===== src/rtl/refresh_pkg.sv =====
package refresh_pkg;
  typedef enum logic [1:0] {
    ST_IDLE  = 2'd0,
    ST_REQ   = 2'd1,
    ST_CYCLE = 2'd2,
    ST_DMA   = 2'd3
  } refState_t;

  // strobes from control to datapath
  typedef struct packed {
    logic startBurst; // restart interval timer, consume pending burst
    logic cycRun;     // advance cycle clock counter
    logic rowStep;    // advance row counter
  } ctlStrobes_t;
endpackage


===== src/rtl/refresh_dp.sv =====
module refresh_dp
  import refresh_pkg::*;
#(
  parameter int ROW_W          = 6,
  parameter int CYC_CLKS       = 4,
  parameter int INTERVAL_TICKS = 200000
) (
  input  logic             clk,
  input  logic             rstN,
  input  logic             strapOn,
  input  ctlStrobes_t      ctl,
  output logic             pending,
  output logic             cycLast,
  output logic             rowLast,
  output logic [ROW_W-1:0] rowAddr
);
  localparam int TIMER_W = (INTERVAL_TICKS > 2) ? $clog2(INTERVAL_TICKS) : 1;
  localparam int CYC_W   = (CYC_CLKS > 1) ? $clog2(CYC_CLKS) : 1;
  localparam logic [TIMER_W-1:0] TIMER_MAX = TIMER_W'(INTERVAL_TICKS - 1);
  localparam logic [CYC_W-1:0]   CYC_MAX   = CYC_W'(CYC_CLKS - 1);
  localparam logic [ROW_W-1:0]   ROW_MAX   = '1;

  logic [TIMER_W-1:0] timer;
  logic [CYC_W-1:0]   cycCnt;
  logic [ROW_W-1:0]   row;

  // interval timer and single pending-burst flag
  always_ff @(posedge clk) begin
    if (!rstN || !strapOn) begin
      timer   <= '0;
      pending <= 1'b0;
    end else if (ctl.startBurst) begin
      timer   <= '0;
      pending <= 1'b0;
    end else if (timer == TIMER_MAX) begin
      timer   <= '0;
      pending <= 1'b1;
    end else begin
      timer <= timer + 1'b1;
    end
  end

  // clocks within one refresh cycle
  always_ff @(posedge clk) begin
    if (!rstN) begin
      cycCnt <= '0;
    end else if (ctl.cycRun) begin
      cycCnt <= (cycCnt == CYC_MAX) ? '0 : cycCnt + 1'b1;
    end
  end

  // row counter, wraps naturally at 2^ROW_W
  always_ff @(posedge clk) begin
    if (!rstN) begin
      row <= '0;
    end else if (ctl.rowStep) begin
      row <= row + 1'b1;
    end
  end

  assign cycLast = (cycCnt == CYC_MAX);
  assign rowLast = (row == ROW_MAX);
  assign rowAddr = row;
endmodule


===== src/rtl/refresh_ctl.sv =====
module refresh_ctl
  import refresh_pkg::*;
(
  input  logic        clk,
  input  logic        rstN,
  input  logic        pending,
  input  logic        busGrant,
  input  logic        dmaReq,
  input  logic        cycLast,
  input  logic        rowLast,
  output ctlStrobes_t ctl,
  output logic        busReq,
  output logic        dmaGrant,
  output logic        ownStrobe,
  output logic        irqMask
);
  refState_t state, stateNxt;

  always_ff @(posedge clk) begin
    if (!rstN) state <= ST_IDLE;
    else       state <= stateNxt;
  end

  always_comb begin
    stateNxt = state;
    unique case (state)
      ST_IDLE:  if (pending) stateNxt = ST_REQ;
      ST_REQ:   if (busGrant) stateNxt = ST_CYCLE;
      ST_CYCLE: if (cycLast) begin
                  if (rowLast)     stateNxt = ST_IDLE;
                  else if (dmaReq) stateNxt = ST_DMA;
                end
      ST_DMA:   if (!dmaReq) stateNxt = ST_CYCLE;
      default:  stateNxt = ST_IDLE;
    endcase
  end

  always_comb begin
    ctl.startBurst = (state == ST_IDLE) && pending;
    ctl.cycRun     = (state == ST_CYCLE);
    ctl.rowStep    = (state == ST_CYCLE) && cycLast;
  end

  assign busReq    = (state != ST_IDLE);
  assign irqMask   = (state != ST_IDLE);
  assign dmaGrant  = (state == ST_DMA);
  assign ownStrobe = (state == ST_CYCLE);
endmodule


===== src/rtl/refresh_burst_ctrl.sv =====
module refresh_burst_ctrl
  import refresh_pkg::*;
#(
  parameter int CLK_HZ      = 125_000_000,
  parameter int INTERVAL_NS = 1_600_000,
  parameter int ROW_W       = 6,
  parameter int CYC_CLKS    = 4
) (
  input  logic             clk,
  input  logic             rstN,
  input  logic             refreshEn,
  input  logic             busGrant,
  input  logic             dmaReq,
  input  logic             extRefStrobe,
  output logic             busReq,
  output logic             dmaGrant,
  output logic             refStrobe,
  output logic [ROW_W-1:0] rowAddr,
  output logic             irqMask
);
  localparam int INTERVAL_TICKS = (CLK_HZ / 1_000_000) * INTERVAL_NS / 1000;

  ctlStrobes_t ctl;
  logic pending, cycLast, rowLast, ownStrobe;

  refresh_dp #(
    .ROW_W(ROW_W), .CYC_CLKS(CYC_CLKS), .INTERVAL_TICKS(INTERVAL_TICKS)
  ) dp (
    .clk(clk), .rstN(rstN), .strapOn(refreshEn), .ctl(ctl),
    .pending(pending), .cycLast(cycLast), .rowLast(rowLast), .rowAddr(rowAddr)
  );

  refresh_ctl ctrl (
    .clk(clk), .rstN(rstN), .pending(pending), .busGrant(busGrant),
    .dmaReq(dmaReq), .cycLast(cycLast), .rowLast(rowLast), .ctl(ctl),
    .busReq(busReq), .dmaGrant(dmaGrant), .ownStrobe(ownStrobe), .irqMask(irqMask)
  );

  // external strobe shares the line only when automatic refresh is strapped off
  assign refStrobe = ownStrobe | (!refreshEn & extRefStrobe);
endmodule


===== config.mk =====
export PLATFORM = sky130hd
export DESIGN_NAME = refresh_burst_ctrl
export DESIGN_NICKNAME = d
export VERILOG_FILES = /design/src/rtl/refresh_pkg.sv /design/src/rtl/refresh_dp.sv /design/src/rtl/refresh_ctl.sv /design/src/rtl/refresh_burst_ctrl.sv
export SDC_FILE = /design/constraint.sdc
export NUM_CORES = 1
export LEC_CHECK = 0
export ABC_CLOCK_PERIOD_IN_PS = 4600
export BUFFER_PORTS_ARGS = -buffer_cell sky130_fd_sc_hd__buf_2
export CAP_MARGIN = 20
export CORE_MARGIN = 2
export CORE_UTILIZATION = 60
export DETAILED_ROUTE_END_ITERATION = 12
export GPL_TIMING_DRIVEN = 1
export PLACE_DENSITY = 0.81
export RECOVER_POWER = 50
export SYNTH_ARGS = -nofsm -noshare
export SYNTH_HDL_FRONTEND = slang
export SYNTH_SLANG_ARGS = --single-unit
export TNS_END_PERCENT = 5

===== constraint.sdc =====
create_clock -name clk -period 4.6 [get_ports clk]
set_clock_uncertainty 0.2 [all_clocks]
set_input_delay 0.69 -clock clk [delete_from_list [all_inputs] [get_ports clk]]
set_output_delay 0.69 -clock clk [all_outputs]
set_load 0.02 [all_outputs]

# Word level (Yosys, flattened, before mapping)
# Cells that the tools add are included.
totals:
  register_bits: 29
  wordCells: 39
op_classes:
  n_reduce_logical: 10
  n_mux: 8
  eq_ne: 11
  bitwise: 2
  n_addsub: 3
ops:
  columns: ["operator", "n"]
  rows:
  - ["$add A18 B1 Y18 const B", 1]
  - ["$eq A18 B18 Y1 const B", 1]
  - ["$mux W2", 7]
  - ["$pmux W2 S4", 1]
  - ["$add A6 B1 Y6 const B", 1]
  - ["$eq A2 B2 Y1 const B", 3]
  - ["$eq A6 B6 Y1 const B", 1]
  - ["$ne A2 B2 Y1 const B", 3]
  - ["$reduce_and A5 Y1", 1]
  - ["$ne A3 B2 Y1 const B", 1]
  - ["$reduce_or A3 Y1", 1]
  - ["$add A2 B1 Y2 const B", 1]
  - ["$eq A2 B1 Y1 const B", 1]
  - ["$logic_and A1 B1 Y1", 2]
  - ["$logic_not A1 Y1", 2]
  - ["$logic_not A2 Y1", 1]
  - ["$ne A2 B1 Y1 const B", 1]
  - ["$reduce_bool A2 Y1", 1]
  - ["$reduce_or A2 Y1", 1]
  - ["$and A1 B1 Y1", 1]
  - ["$logic_or A1 B1 Y1", 1]
  - ["$or A1 B1 Y1", 1]

# Logic depth before layout (Yosys ltp)
logic_depth:
  depth_word: 4
  mapped_depth: 6

# Hierarchy
# From an unflattened synthesis, not the netlist that was laid out.
unflattened:
  cells_unflattened: 153
  area_unflattened_um2: 1366.3
modules_own_cells:
  columns: ["mod", "cells_each", "seq_area_each_um2", "area_per_inst_um2", "n_inst"]
  rows:
  - ["refresh_dp", 131, 540.5, 1216.2, 1]
  - ["refresh_ctl", 20, 40.0, 138.9, 1]
  - ["refresh_burst_ctrl", 2, 0.0, 11.3, 1]

# Least setup slack after synthesis
# No wires, ideal clock.
synth_timing:
  path_type: "input-to-output"
  startpoint: "input port extRefStrobe"
  endpoint: "output port refStrobe"
  path_slack_ns: 2.525
  arrival_time_ns: 1.185
  n_path_buf: 0
  path_stages: 2
  cell_sequence: "inv_1 > o21ai_0"
synth_via:
  elab_chain_len: 2
synth_rtl:
  columns: ["item", "line", "source"]
  rows:
  - ["start: declaration", "refresh_burst_ctrl.sv:14", "input logic extRefStrobe,"]
  - ["$and A1 B1 Y1", "refresh_burst_ctrl.sv:40", "assign refStrobe = ownStrobe | (!refreshEn & extRefStrobe);"]
  - ["$or A1 B1 Y1", "refresh_burst_ctrl.sv:40", null]
  - ["end: declaration", "refresh_burst_ctrl.sv:17", "output logic refStrobe,"]
# Every way passes these cells.

# Final worst setup path
layout_timing:
  startpoint: "register dp.timer[0]"
  endpoint: "register dp.timer[10]"
layout_via:
  elab_chain_len: 2
  elab_cells_between_ends: 3
  cone_classes: "add/sub (1); eq/ne (1); reduce/logical (1)"
layout_rtl:
  columns: ["item", "line", "source"]
  rows:
  - ["start: declaration", "refresh_dp.sv:23", "logic [TIMER_W-1:0] timer;"]
  - ["start signal: assignment", "refresh_dp.sv:39", "timer <= timer + 1'b1;"]
  - ["branches (longest 2 deep; another with $add A18 B1 Y18)", null, null]
# Several ways; the timed one is not identified.
# A chain may end at the register's enable or synchronous reset.

==> flow_metrics.tcl <==
set metrics [dict create \
    setup-violations-final 0 \
    fin_crit_sh 0.507 \
    grt_pass1_vias 986 \
    startpoint_type "flop" \
    drc 0 \
    portBuffers 15 \
    ys_seq_area_frac 0.427 \
    synth.distinct_cells 34 \
    syn_area_um2 1360 \
    pin_count 16 \
    cts_tree "built" \
    reg2reg_slack_ns 2.27 \
    post_cts_buffers 0 \
    hold_path_end "dp.pending$_SDFFE_PP0N_" \
    regToRegStartpoint "dp.timer[0]$_SDFF_PP0_" \
    holdBufCountCts 0 \
    clock_path_buffers 2 \
    wirelength_um 2490 \
    whs_path_depth 1 \
    wl_per_cell_um 12.6 \
    initial_core_util 0.626 \
    rsz0062_at_grt "no" \
    grt_first_pass_wirelength_um 4230 \
    vdd_drop_max_mv 0.185 \
    synth_fp_nets 160 \
    ant_nets 0 \
    dp.final_hpwl_um 1840 \
    root_buffer "clkbuf_4" \
    firstDrtPassIters 4 \
    clock_latency_ns 0.33 \
    cts_made_buffers 5 \
    cp_data_required_time_ns 4.60 \
    die_w_um 51.6 \
    cp_max_fo 18 \
    clock_sinks 29 \
    dieHeight_um 51.6 \
    antenna_found_initial 0 \
    tightest_slew_ns 0.471 \
    htreeDepth 2 \
    min_from "dp.pending$_SDFFE_PP0N_" \
    vias 1097 \
    drtIter0Drc 10 \
    reg2reg_depth 5 \
    path_class "reg2reg" \
    slew_viol_final 0 \
    finish.net_count 179 \
    syn_area_per_cell_um2 9.00 \
    fp-row-count 17 \
    period_minus_slack_ns 2.33 \
    p_per_area_nw_per_um2 283 \
    die_area_um2 2660 \
    clkSlewWorstSetupHoldPaths_ns 0.09 \
    yosys_warnings 0 \
    overflow 0 \
    finalHoldViolCount 0 \
    via_per_inst 5.54 \
    cts_resized 0 \
    grt_util_all_layers 0.223 \
    ys_ff_latch 29 \
    p_leak_nw 0.516 \
    fillCellCount 188 \
    status "complete, no violations" \
    drv_cap 0 \
    synth_area_leader_cell "dfxtp_1" \
    worstPathArrival_ns 2.33 \
    r2r-end "dp.timer[10]$_SDFF_PP0_" \
    area_growth_pct 9.39 \
    grt_start_max_net_pins 19 \
    synth_area_leaders "dfxtp_1, xnor2_1, nor2_1" \
    crit_path_end_kind "flop" \
    fin_setup_tns_ns 0 \
    gp_congestion 0.830 \
    slew_headroom 0.685 \
    yosysTopAreaCellShare 0.427 \
    core_area_um2 2170 \
    utilization 0.685 \
    drive_gt1_frac 0.124 \
    syn_inst 151 \
    fmax_ghz 0.429 \
    n_antenna_cell 0 \
    hp-class "reg2reg" \
]
==> sequential cells by signal, summed over array words and instances, names as in the netlist <==
register	count
dp.timer	18
dp.rowAddr	6
ctrl.state	2
dp.cycCnt	2
dp.pending	1
==> power breakdown <==
group / switching, W / total (W) / internal [W]
logic: 0.00000647 / 0.0000105 / 0.00000404
registers: 0.00000123 / 0.000253 / 0.000252
clock network: 0.0000860 / 0.000158 / 0.0000720
total: 0.0000937 / 0.000421 / 0.000328
==> worst max path at each step <==
stage / start / to / slack (ns) / cells past startpoint
2_1_floorplan: extRefStrobe / refStrobe / 2.52 / 2
3_3_place_gp: dp.timer[0]$_SDFF_PP0_ / dp.timer[9]$_SDFF_PP0_ / 2.42 / 5
3_5_place_dp: dp.timer[0]$_SDFF_PP0_ / dp.timer[10]$_SDFF_PP0_ / 2.33 / 5
4_1_cts: dp.timer[0]$_SDFF_PP0_ / dp.timer[10]$_SDFF_PP0_ / 2.32 / 5
5_1_grt: dp.timer[0]$_SDFF_PP0_ / dp.timer[10]$_SDFF_PP0_ / 2.12 / 5
6_report: dp.timer[0]$_SDFF_PP0_ / dp.timer[10]$_SDFF_PP0_ / 2.27 / 5
==> cell families after synthesis <==
family,count (synthesis),synth area share
buffers and inverters,10,0.0359
xor gates and xnor gates,18,0.116
and+or+nand+nor,72,0.296
muxes,2,0.0147
adders and majority gates,3,0.0276
DFF,29,0.427
AOI/OAI and AO/OA,17,0.0829
==> worst max-delay path, cell delays in order, from the launching register on <==
cell and delay [ns]:
dfxtp_1 0.42, ha_1 0.24, nand3_1 0.23, or4_4 0.60
o21ai_4 0.41, nor2_1 0.10
==> routing by layer <==
metal / up-vias / track usage / wire, um
li1: 553 / - / -
met1: 508 / 0.244 / 1010
met2: 30 / 0.382 / 1290
met3: 6 / 0.0862 / 146
met4: 0 / 0.0921 / 46
met5: - / 0 / 0
==> metrics by stage <==
| step | instance area, um2 | power (W) | hold WS [ns] | setup slack, ns | std cells |
|---|---|---|---|---|---|
| global placement | 1450 | 0.000269 | 0.270 | 2.42 | 191 |
| detailed placement | 1450 | 0.000269 | 0.285 | 2.33 | 191 |
| finish | 1490 | 0.000421 | 0.304 | 2.27 | 198 |
| global route | 1490 | 0.000439 | 0.340 | 2.12 | 198 |
| floorplan | 1360 | 0.000266 | 0.257 | 2.52 | 151 |
| CTS | 1500 | 0.000425 | 0.305 | 2.32 | 198 |
==> final cells by class <==
type                    count  area, um2  share of cell area
inverters                   7       26.3              0.0177
multi-input cells         112        724               0.487
flip-flops and latches     29        581               0.391
repair buffers             15       65.1              0.0438
clock buffers               7       55.1              0.0370
well taps                  28       35.0              0.0236
==> synth_stat cells, drive strengths merged <==
| cell | n |
|---|---|
| dfxtp | 29 |
| nor2 | 22 |
| xnor2 | 15 |
| nand2 | 8 |
| o21ai | 8 |
| inv | 7 |
| nand3 | 7 |
| nor3 | 6 |
| nand4 | 5 |
| nor4 | 5 |
| a21oi | 4 |
| and2 | 4 |
| a21boi | 3 |
| ha | 3 |
| nor2b | 3 |
| or3 | 3 |
| xor2 | 3 |
| buf | 2 |
| mux2i | 2 |
| nand2b | 2 |
| or2 | 2 |
| or4 | 2 |
| a211oi | 1 |
| clkbuf | 1 |
| nand3b | 1 |
| nand4b | 1 |
| nor4b | 1 |
| o21a | 1 |
==> cell usage in the layout (no fill, tap or decap) <==
cell and count:
dfxtp_1 29, nor2_1 22, xnor2_1 15, clkbuf_1 9, nand2_1 8, inv_1 7
o21ai_0 7, nand3_1 7, buf_2 7, nor3_1 6, nor4_1 5, clkbuf_4 5
nand4_1 3, a21oi_1 3, xor2_1 3, or3_1 3, a21boi_0 3, and2_0 3
nor2b_1 3, ha_1 3, nand2b_1 2, or2_2 2, or4_4 2, mux2i_1 2
and2_1 1, nor4b_1 1, o21ai_4 1, nand4_4 1, nand4_2 1, nand4b_1 1
a211oi_1 1, nand3b_1 1, a21oi_2 1, o21a_1 1, clkbuf_8 1
Note: power is estimated with default switching activity, not from simulation.
